$ cat config.mk
export PLATFORM = sky130hd
export DESIGN_NAME = rsb_unit
export DESIGN_NICKNAME = d
export VERILOG_FILES = /design/src/rtl/rsb_pkg.sv /design/src/rtl/rsb_decode.sv /design/src/rtl/rsb_shift.sv /design/src/rtl/rsb_bitop.sv /design/src/rtl/rsb_unit.sv
export SDC_FILE = /design/constraint.sdc
export NUM_CORES = 1
export LEC_CHECK = 0
export ABC_CLOCK_PERIOD_IN_PS = 900
export CAP_MARGIN = 20
export CORE_MARGIN = 2
export CORE_UTILIZATION = 40
export CTS_CLUSTER_SIZE = 30
export DETAILED_ROUTE_END_ITERATION = 8
export GPL_TIMING_DRIVEN = 0
export PLACE_DENSITY = 0.68
export REMOVE_ABC_BUFFERS = 1
export SYNTH_ARGS = -nofsm -noshare
export SYNTH_HDL_FRONTEND = slang
export SYNTH_HIERARCHICAL = 1
export SYNTH_SLANG_ARGS = --single-unit
$ cat constraint.sdc
create_clock -name clk_i -period 0.9 [get_ports clk_i]
set_input_delay 0.18 -clock clk_i [delete_from_list [all_inputs] [get_ports clk_i]]
set_output_delay 0.18 -clock clk_i [all_outputs]
set_load 0.02 [all_outputs]
$ cat src/rtl/rsb_pkg.sv
package rsb_pkg;
  typedef enum logic [1:0] {
    GRP_SHIFT = 2'd0,
    GRP_TEST  = 2'd1,
    GRP_CLR   = 2'd2,
    GRP_SET   = 2'd3
  } grp_e;

  typedef enum logic [2:0] {
    SH_ROL_CIRC = 3'd0,
    SH_ROR_CIRC = 3'd1,
    SH_ROL_CY   = 3'd2,
    SH_ROR_CY   = 3'd3,
    SH_SHL_ZERO = 3'd4,
    SH_SHR_SIGN = 3'd5,
    SH_SHL_ONE  = 3'd6,
    SH_SHR_ZERO = 3'd7
  } shift_e;

  localparam int unsigned FLAG_W  = 8;
  localparam int unsigned FLAG_C  = 0;
  localparam int unsigned FLAG_N  = 1;
  localparam int unsigned FLAG_PV = 2;
  localparam int unsigned FLAG_H  = 4;
  localparam int unsigned FLAG_Z  = 6;
  localparam int unsigned FLAG_S  = 7;
  localparam int unsigned SEL_W   = 3;
  localparam logic [SEL_W-1:0] MEM_IDX = 3'd6;
endpackage

$ cat src/rtl/rsb_decode.sv
module rsb_decode
  import rsb_pkg::*;
(
  input  logic [7:0]       op_i,
  output grp_e             grp_o,
  output logic [SEL_W-1:0] sel_o,
  output logic [SEL_W-1:0] reg_idx_o,
  output logic             mem_op_o
);
  assign grp_o     = grp_e'(op_i[7:6]);
  assign sel_o     = op_i[5:3];
  assign reg_idx_o = op_i[2:0];
  assign mem_op_o  = (op_i[2:0] == MEM_IDX);
endmodule

$ cat src/rtl/rsb_shift.sv
module rsb_shift
  import rsb_pkg::*;
#(
  parameter int unsigned DW = 8
) (
  input  logic [DW-1:0]    data_i,
  input  logic             cy_i,
  input  logic [SEL_W-1:0] kind_i,
  output logic [DW-1:0]    res_o,
  output logic             cy_o
);
  logic msb, lsb;
  assign msb = data_i[DW-1];
  assign lsb = data_i[0];

  always_comb begin
    res_o = data_i;
    cy_o  = cy_i;
    unique case (shift_e'(kind_i))
      SH_ROL_CIRC: begin res_o = {data_i[DW-2:0], msb};  cy_o = msb; end
      SH_ROR_CIRC: begin res_o = {lsb, data_i[DW-1:1]};  cy_o = lsb; end
      SH_ROL_CY:   begin res_o = {data_i[DW-2:0], cy_i}; cy_o = msb; end
      SH_ROR_CY:   begin res_o = {cy_i, data_i[DW-1:1]}; cy_o = lsb; end
      SH_SHL_ZERO: begin res_o = {data_i[DW-2:0], 1'b0}; cy_o = msb; end
      SH_SHR_SIGN: begin res_o = {msb, data_i[DW-1:1]};  cy_o = lsb; end
      SH_SHL_ONE:  begin res_o = {data_i[DW-2:0], 1'b1}; cy_o = msb; end
      SH_SHR_ZERO: begin res_o = {1'b0, data_i[DW-1:1]}; cy_o = lsb; end
      default:     begin res_o = data_i;                 cy_o = cy_i; end
    endcase
  end
endmodule

$ cat src/rtl/rsb_bitop.sv
module rsb_bitop
  import rsb_pkg::*;
#(
  parameter int unsigned DW = 8
) (
  input  logic [DW-1:0]    data_i,
  input  grp_e             grp_i,
  input  logic [SEL_W-1:0] bitn_i,
  output logic [DW-1:0]    res_o,
  output logic             tested_o
);
  logic [DW-1:0] mask;

  // one-hot mask, one slice per bit position
  for (genvar g = 0; g < DW; g++) begin : g_mask
    assign mask[g] = (bitn_i == SEL_W'(g));
  end

  assign tested_o = |(data_i & mask);

  always_comb begin
    unique case (grp_i)
      GRP_CLR: res_o = data_i & ~mask;
      GRP_SET: res_o = data_i | mask;
      default: res_o = data_i;
    endcase
  end
endmodule

$ cat src/rtl/rsb_unit.sv
module rsb_unit
  import rsb_pkg::*;
#(
  parameter int unsigned DW = 8
) (
  input  logic              clk_i,
  input  logic              rst_ni,
  input  logic              valid_i,
  input  logic [7:0]        op_i,
  input  logic [DW-1:0]     data_i,
  input  logic [FLAG_W-1:0] flags_i,
  output logic              valid_o,
  output logic [DW-1:0]     result_o,
  output logic              wr_en_o,
  output logic [FLAG_W-1:0] flags_o,
  output logic [SEL_W-1:0]  reg_idx_o,
  output logic              mem_op_o
);
  localparam logic [SEL_W-1:0] TOP_BIT = SEL_W'(DW - 1);

  grp_e             grp;
  logic [SEL_W-1:0] sel, idx;
  logic             mem;
  logic [DW-1:0]    sh_res, bo_res, nxt_res;
  logic             sh_cy, tested, nxt_wr;
  logic [FLAG_W-1:0] nxt_flags;

  rsb_decode u_dec (
    .op_i      (op_i),
    .grp_o     (grp),
    .sel_o     (sel),
    .reg_idx_o (idx),
    .mem_op_o  (mem)
  );

  rsb_shift #(.DW(DW)) u_shift (
    .data_i (data_i),
    .cy_i   (flags_i[FLAG_C]),
    .kind_i (sel),
    .res_o  (sh_res),
    .cy_o   (sh_cy)
  );

  rsb_bitop #(.DW(DW)) u_bitop (
    .data_i   (data_i),
    .grp_i    (grp),
    .bitn_i   (sel),
    .res_o    (bo_res),
    .tested_o (tested)
  );

  always_comb begin
    nxt_res   = bo_res;
    nxt_flags = flags_i;
    nxt_wr    = 1'b1;
    unique case (grp)
      GRP_SHIFT: begin
        nxt_res            = sh_res;
        nxt_flags[FLAG_S]  = sh_res[DW-1];
        nxt_flags[FLAG_Z]  = ~|sh_res;
        nxt_flags[FLAG_H]  = 1'b0;
        nxt_flags[FLAG_PV] = ~^sh_res;
        nxt_flags[FLAG_N]  = 1'b0;
        nxt_flags[FLAG_C]  = sh_cy;
      end
      GRP_TEST: begin
        nxt_wr             = 1'b0;
        nxt_res            = data_i;
        nxt_flags[FLAG_S]  = tested & (sel == TOP_BIT);
        nxt_flags[FLAG_Z]  = ~tested;
        nxt_flags[FLAG_H]  = 1'b1;
        nxt_flags[FLAG_PV] = ~tested;
        nxt_flags[FLAG_N]  = 1'b0;
      end
      default: ;
    endcase
  end

  always_ff @(posedge clk_i or negedge rst_ni) begin
    if (!rst_ni) begin
      valid_o   <= 1'b0;
      wr_en_o   <= 1'b0;
      result_o  <= '0;
      flags_o   <= '0;
      reg_idx_o <= '0;
      mem_op_o  <= 1'b0;
    end else begin
      valid_o <= valid_i;
      wr_en_o <= valid_i & nxt_wr;
      if (valid_i) begin
        result_o  <= nxt_res;
        flags_o   <= nxt_flags;
        reg_idx_o <= idx;
        mem_op_o  <= mem;
      end
    end
  end
endmodule

==> impl_metrics.ini, run 1 <==
[setup_path]
crit_start = op_i[4]
crit_chain = buf_12, mux4_2, mux2_4, or3b_4, a31o_1, o41ai_2
crit_path_end_kind = flip-flop
required_ns = 1.07
crit_slowest_cell = mux4_2
reg2reg_slack_ns = -0.02
cpPeakStageDelay_ns = 0.50
start_kind = primary input
worstPathArrival_ns = 1.72
rr_worst_depth = 3
reg2reg_to = flags_o[2]$_DFFE_PN0P_
critPathKind = in2reg
r2r_start = flags_o[2]$_DFFE_PN0P_
cp_max_fo = 8

[yosys]
synth_cell_type_count = 38
yosysSeqAreaShare_pct = 33.69
synth.yosys.warnings = 6
async_flop_share_pct = 100.0
syn_avg_cell_area_um2 = 9.844
synth_enable_flop_cells = 0
synth-seq-cells = 22
netlist.top_cell.by_area = dfrtp_1
syn_area_um2 = 1634
synth_common_cells = dfrtp_1, mux2_2, inv_1
synthTopCellsByArea = dfrtp_1, mux2_2, o211a_1
synth_cells = 166
synth_ff_type = dfrtp_1
synth_top_area_share_pct = 33.69

[die]
pin_count = 49
placementRows = 23
die_area_um2 = 4612
die_w_um = 67.92
core_area_um2 = 3971
die_y_um = 67.92
start_util_pct = 41.15

[clock_tree]
cts_tree = built
cts_root_buffer = clkbuf_8
htreeDepth = 1
clockBufferDepth = 2
ctsHoldBuffers = 0
path_clk_slew_ns = 0.09
clk-insertion-delay-late_ns = 0.26
cts_made_buffers = 3
cts.sinks = 22

[place]
placed_cell_area_um2 = 2043
hpwl_um = 2611
io_buffers = 48
gp_congestion = 0.8588

[global_route]
grt_pass1_wl_um = 6451
first_global_vias = 1305
grt_usage_pct = 18.45
antenna_found_initial = 0
grt_max_degree = 37
globalRouteOverflowTotal = 0

[route]
wl_met1_um = 1820
routed-wl-met2_um = 2270
route.detailed.drc = 0
top_layer = met4
vias_per_cell = 5.489
drt_pre_antenna_iters = 4
wl_per_cell_um = 16.36
drt_wl_total_um = 4353
dr_wl_met3_um = 236
drtIter0Drc = 94
ant_nets = 0
vias = 1460

[power]
p_leak_nw = 1.158
vdd_drop_max_mv = 0.7260
power_density_nw_per_um2 = 1386

[timing]
holdWs_ns = -0.04461
fin_tns_setup_ns = -5.418
finalCritPeriodShare_pct = 172.2
period_needed_ns = 1.550
finalHoldViolCount = 7
skew_ns = 0
finalSetupViolations = 33
fin_ws_ns = -0.6497
rsz0062_at_grt = true
slew_headroom_pct = 69.66
slew_violations = 0
worst_pin_slew_ns = 0.4551
max_freq_ghz = 0.6453

[job]
drv_cap = 0

[final_layout]
drive_above_1_share_pct = 48.15
syn_to_final_growth_pct = 47.24
antenna_cells = 0
final_nets = 248
fin_area_um2 = 2406

[run_status]
outcome = finished with violations
violations = hold timing, setup timing

[min_path]
hold_path.class = in2async
## cells in the final DEF, fill, tap and decap left out, types with 2 or more instances in the layout
cell type / instances
inv_1: 17
dfrtp_1: 22
buf_6: 29
buf_2: 8
clkbuf_8: 3
mux2_2: 14
o21ai_0: 3
o21ai_2: 8
nand4b_1: 3
nor2_1: 5
clkdlybuf4s50_1: 8
ha_1: 4
o211a_1: 7
nand4_1: 2
mux2i_1: 3
xnor2_1: 2
nor4b_4: 2
o22ai_1: 7
a21oi_1: 4
dlygate4sd2_1: 2
buf_12: 2
and4bb_2: 2
mux2_4: 8
nand3_1: 2
buf_4: 14
mux4_2: 2
nand2_1: 10
## cells by family after synthesis
logic type,Yosys count,share of synthesized area (%)
xor+xnor,3,1.608
compound gates,37,15.62
simple gates,35,13.48
buf+inv,38,12.33
fa+ha+maj,4,3.063
flops,22,33.69
mux,27,20.21
## repair_timing
item,in CTS,in global routing
setup endpoints to repair,66,36
pin swaps,10,13
endpoints found under the hold margin,0,7
gates resized for setup,239,20
gates cloned,0,0
buffers inserted,10,7
## metrics by stage
stage,worst slack [ns],hold slack [ns],utilization [%],instances,power (mW)
detailed placement,-1.785,0.4978,51.45,244,2.175
floorplan,-0.7830,-0.1156,-,146,1.660
finish,-0.6497,-0.04461,60.59,266,3.336
global placement,-1.777,0.4894,51.45,244,2.153
CTS,-0.6198,0.2133,56.84,258,3.269
global route,-0.6653,-0.02928,60.59,266,3.502
## report_power, final
group | switching (mW) | leakage (nW) | total (mW) | internal [mW]
registers | 0.0731 | 0.262 | 1.17 | 1.09
clock network | 0.348 | 0.0357 | 0.942 | 0.594
logic | 0.570 | 0.861 | 1.23 | 0.657
## cell type report
type,count,area [µm²]
sequential,22,550.5
multi-input combinational,106,1006
inverter,18,71.32
timing repair buffer,66,644.4
clock buffer,3,41.29
fill,327,1565
tap,50,62.56
clock inverter,1,30.03
## routing by layer
metal | GRT usage, % | vias to the layer above
met5 | 0 | -
met4 | 3.750 | 0
met3 | 3.783 | 4
met2 | 31.00 | 43
met1 | 24.66 | 729
li1 | - | 684
## how the worst max path moves through the flow
stage                        endpoint  cells after the start
3_3_place_gp   flags_o[2]$_DFFE_PN0P_                      6
3_5_place_dp   flags_o[2]$_DFFE_PN0P_                      9
6_report       flags_o[2]$_DFFE_PN0P_                      6
4_1_cts        flags_o[2]$_DFFE_PN0P_                      6
2_1_floorplan  flags_o[2]$_DFFE_PN0P_                      5
5_1_grt        flags_o[2]$_DFFE_PN0P_                      6
## registers in the layout, indices dropped and copies added, names as in the netlist
register / flops
flags_o: 8
wr_en_o: 1
reg_idx_o: 3
result_o: 8
mem_op_o: 1
valid_o: 1
## critical path: cells and delay by family
family,cells,cell delay [ns]
buf+inv,1,0.10
mux,2,0.78
simple gates,1,0.38
compound gates,2,0.28
(Power assumes the default switching activity.)
==> run 2: changes to the inputs <==
--- a/config.mk
+++ b/config.mk
@@ -8,11 +8,11 @@
 export ABC_CLOCK_PERIOD_IN_PS = 900
 export CAP_MARGIN = 20
 export CORE_MARGIN = 2
-export CORE_UTILIZATION = 40
+export CORE_UTILIZATION = 29
 export CTS_CLUSTER_SIZE = 30
 export DETAILED_ROUTE_END_ITERATION = 8
 export GPL_TIMING_DRIVEN = 0
-export PLACE_DENSITY = 0.68
+export PLACE_DENSITY = 0.52
 export REMOVE_ABC_BUFFERS = 1
 export SYNTH_ARGS = -nofsm -noshare
 export SYNTH_HDL_FRONTEND = slang
==> impl_metrics.ini, run 2 (same netlist as run 1, synthesis figures left out) <==
[run_status]
outcome = finished with violations
violations = setup timing

[die]
die_area_um2 = 6251
die_y_um = 79.07
placementRows = 27
core_area_um2 = 5473
start_util_pct = 29.86
pin_count = 49
die_w_um = 79.07

[final_layout]
final_nets = 249
antenna_cells = 0
layout_commonest_cell = buf_6
syn_to_final_growth_pct = 52.45
drive_above_1_share_pct = 48.85
top_regs = flags_o: 8 flops, result_o: 8 flops, reg_idx_o: 3 flops
layout_common_cells = buf_6, dfrtp_1, buf_4
fillers = 551
fin_util_pct = 45.52

[job]
drv_cap = 0

[setup_path]
cp_max_fo = 5
required_ns = 1.07
worstPathArrival_ns = 1.69
start_kind = primary input
crit_slowest_cell = mux4_2
worst-path-stages = 6
crit_family = multiplexers
cpPeakStageDelay_ns = 0.45
critPathKind = in2reg
crit_chain = buf_2, mux4_2, mux2_4, or3b_4, a31o_1, o41ai_2
rr_worst_depth = 2
crit_path_end_kind = flip-flop
crit_buf_inv = 1

[power]
vdd_drop_max_mv = 0.5616
power_density_nw_per_um2 = 1354
p_leak_nw = 1.165
power_mw = 3.373

[global_route]
grt_pass1_wl_um = 6699
grt_usage_pct = 13.38
first_global_vias = 1359
grt_max_degree = 30
antenna_found_initial = 0
globalRouteOverflowTotal = 0

[timing]
period_needed_ns = 1.519
finalSetupViolations = 32
max_freq_ghz = 0.6582
finalCritPeriodShare_pct = 168.8
slew_violations = 0
rsz0062_at_grt = true
fin_ws_ns = -0.6193
finalHoldViolCount = 0
holdWs_ns = 0.1776
slew_headroom_pct = 62.42
worst_pin_slew_ns = 0.5620
skew_ns = 0

[clock_tree]
path_clk_slew_ns = 0.09
ctsHoldBuffers = 0
cts_made_buffers = 3
cts_tree = built
cts.sinks = 22
cts_root_buffer = clkbuf_8
clk-insertion-delay-late_ns = 0.27
htreeDepth = 1
clockBufferDepth = 2

[route]
drt_pre_antenna_iters = 4
ant_nets = 0
route.detailed.drc = 0
wl_per_cell_um = 14.04
drtIter0Drc = 45
drt_wl_total_um = 4057
vias_per_cell = 4.803
vias = 1388

[place]
gp_congestion = 0.7535
hpwl_um = 2718
io_buffers = 48

[min_path]
hold_path.class = in2reg
hold_path_depth = 2
[run 2: cell count changes in the layout (fill, tap and decap cells not counted), sizes merged]
| cell | change |
|---|---|
| clkdlybuf4s50 | +2 |
| dlygate4sd2 | -2 |
| clkdlybuf4s15 | +1 |
| clkbuf | +1 |
| buf | -1 |
[run 2: layer usage]
layer,GRT usage [%],up-vias,part of all wire (%)
li1,-,696,-
met1,18.25,664,48
met2,22.12,26,47
met3,2.273,2,4.4
met4,3.103,0,0.44
met5,0,-,0
[run 2: per-stage QoR]
stage                     instances  setup TNS, ns  cell area, µm²  worst slack [ns]
after floorplan                 146         -3.065            1500           -0.7830
after global placement          266         -46.72            2071            -1.793
after detailed placement        268         -31.72            2113            -1.829
after CTS                       287         -4.834            2419           -0.6182
after global routing            289         -5.352            2491           -0.6526
final                           289         -4.157            2491           -0.6193
[run 2: worst register-to-register path: cells and delay by family (launching register included)]
kind | cells | cell delay (ns)
muxes | 1 | 0.26
buffers and inverters | 1 | 0.13
DFF | 1 | 0.40
[run 2: path summary, 6_finish.rpt]
kind                                          start                  endpoint  slack (ns)
setup / recovery                          data_i[1]    flags_o[2]$_DFFE_PN0P_       -0.62
hold / removal                              op_i[0]  reg_idx_o[0]$_DFFE_PN0P_        0.18
setup reg to reg           reg_idx_o[1]$_DFFE_PN0P_  reg_idx_o[1]$_DFFE_PN0P_        0.01
hold reg to reg              flags_o[6]$_DFFE_PN0P_    flags_o[6]$_DFFE_PN0P_        0.53
max in group asynchronous                    rst_ni   result_o[1]$_DFFE_PN0P_        0.15
min in group asynchronous                    rst_ni    flags_o[0]$_DFFE_PN0P_        0.26
[run 2: what timing repair did]
action	in CTS	in global routing
pin swaps	12	9
setup endpoints to repair	44	39
setup buffers	15	3
resized for setup	244	17
hold endpoints to repair	0	0
[run 2: final cells by class]
class	instances	area, µm²	area share (%)
multi-input cells	106	1001	40.18
clock inverters	1	30.03	1.205
inverters	18	71.32	2.863
flip-flops and latches	22	550.5	22.10
repair buffers	67	706.9	28.38
clock buffers	3	41.29	1.657
well taps	72	90.09	3.616
[run 2: report_power, final]
group | leakage [nW] | internal (mW) | switching, mW | total, mW
Combinational | 0.868 | 0.694 | 0.551 | 1.25
Clock | 0.0357 | 0.595 | 0.368 | 0.963
Sequential | 0.262 | 1.09 | 0.0716 | 1.16
Total | 1.17 | 2.38 | 0.991 | 3.37
==> run 3: changes to the inputs <==
--- a/config.mk
+++ b/config.mk
@@ -9,11 +9,11 @@
 export CAP_MARGIN = 20
 export CORE_MARGIN = 2
 export CORE_UTILIZATION = 29
+export CTS_CLUSTER_DIAMETER = 40
 export CTS_CLUSTER_SIZE = 30
 export DETAILED_ROUTE_END_ITERATION = 8
 export GPL_TIMING_DRIVEN = 0
 export PLACE_DENSITY = 0.52
-export REMOVE_ABC_BUFFERS = 1
 export SYNTH_ARGS = -nofsm -noshare
 export SYNTH_HDL_FRONTEND = slang
 export SYNTH_HIERARCHICAL = 1
==> impl_metrics.ini, run 3 (same netlist as run 1, synthesis figures left out) <==
[clock_tree]
htreeDepth = 1
cts_root_buffer = clkbuf_8
path_clk_slew_ns = 0.08
clk-insertion-delay-late_ns = 0.26
cts_made_buffers = 3
cts.sinks = 22
cts_tree = built
clockBufferDepth = 2

[place]
dp.cells = 281
pre_cts_ws_ns = -1.387
hpwl_um = 3079
io_buffers = 43
gp_congestion = 0.7918
placed_cell_area_um2 = 2203

[timing]
fin_ws_ns = -0.7042
holdWs_ns = 0.1909
slew_violations = 0
max_freq_ghz = 0.6234
finalSetupViolations = 33
fin_tns_setup_ns = -7.462
worst_pin_slew_ns = 0.7042
skew_ns = 0
finalHoldViolCount = 0
rsz0062_at_grt = true
period_needed_ns = 1.604
slew_headroom_pct = 53.05
finalCritPeriodShare_pct = 178.2

[global_route]
grt_pass1_wl_um = 7631
grt_usage_pct = 15.41
first_global_vias = 1483
antenna_found_initial = 0
grt_max_degree = 23
globalRouteOverflowTotal = 0

[final_layout]
multi_input_area_um2 = 1067
top_regs = flags_o: 8 flops, result_o: 8 flops, reg_idx_o: 3 flops
fin_area_um2 = 2686
final_nets = 267
drive_above_1_share_pct = 54.04
antenna_cells = 0
fin_util_pct = 49.09
final_cells = 307
fillers = 537
seq_area_um2 = 550.5
syn_to_final_growth_pct = 64.40
layout_commonest_cell = buf_6
layout_common_cells = buf_6, dfrtp_1, inv_1, buf_4, mux2_2

[min_path]
hold_path_depth = 1
holdPathEnd = valid_o$_DFF_PN0_
min_from = valid_i
hold_path.class = in2reg

[setup_path]
reg2reg_slack_ns = 0.03
crit_path_end_kind = flip-flop
reg2reg_to = flags_o[0]$_DFFE_PN0P_
worstPathArrival_ns = 1.78
r2r_start = flags_o[0]$_DFFE_PN0P_
critPathKind = in2reg
start_kind = primary input
cp_max_fo = 3
rr_worst_depth = 4
required_ns = 1.07

[power]
power_mw = 3.448
p_leak_nw = 1.279
vdd_drop_max_mv = 0.6883
power_density_nw_per_um2 = 1284

[route]
drt_wl_total_um = 4535
route.detailed.drc = 0
vias = 1483
vias_per_cell = 4.831
ant_nets = 0
wl_per_cell_um = 14.77
drt_pre_antenna_iters = 4
drtIter0Drc = 85

[die]
core_area_um2 = 5473
placementRows = 27
die_w_um = 79.07
die_area_um2 = 6251
die_y_um = 79.07
start_util_pct = 29.86
pin_count = 49

[run_status]
violations = setup timing
outcome = finished with violations

[yosys]
synth_nets = 197

[job]
drv_cap = 0
## run 3: final cells by class
type / instances / share of cell area [%]
multi-input cells: 106 / 39.73
repair buffers: 65 / 23.20
flip-flops and latches: 22 / 20.49
plain buffers: 20 / 8.058
well taps: 72 / 3.354
inverters: 18 / 2.515
clock buffers: 3 / 1.537
clock inverters: 1 / 1.118
## run 3: worst max-delay path by stage
stage               slack (ns)  startpoint                      to
global route             -0.74     op_i[4]  flags_o[2]$_DFFE_PN0P_
detailed placement       -1.39   data_i[7]  flags_o[2]$_DFFE_PN0P_
global placement         -1.36   data_i[0]  flags_o[2]$_DFFE_PN0P_
CTS                      -0.72     op_i[4]  flags_o[2]$_DFFE_PN0P_
floorplan                -0.97     op_i[4]  flags_o[2]$_DFFE_PN0P_
finish                   -0.70     op_i[4]  flags_o[2]$_DFFE_PN0P_
## run 3: routing by layer
layer  global-route usage, %  share of wire (%)  vias up
li1                        -                  -      734
met1                   21.18                 49      713
met2                   25.51                 48       34
met3                   2.727                3.1        2
met4                   3.103               0.24        0
met5                       0                  0        -
## run 3: critical path: stages
cell and delay [ns]:
buf_8 0.08, buf_8 0.09, mux4_2 0.47, mux2_4 0.28, or3b_4 0.38, a31o_1 0.23
o41ai_2 0.04
## run 3: power breakdown
group	total [mW]	switching [mW]	leakage (nW)	internal [mW]
Combinational	1.36	0.609	0.982	0.753
Sequential	1.16	0.0697	0.262	1.09
Clock	0.923	0.329	0.0357	0.594
Total	3.45	1.01	1.28	2.44
## run 3: repair_timing
item | CTS | global route
endpoints found under the hold margin | 0 | 3
buffers inserted | 17 | 5
pin swaps | 17 | 17
setup endpoints to repair | 65 | 33
hold buffers | 0 | 1
resized for setup | 212 | 16
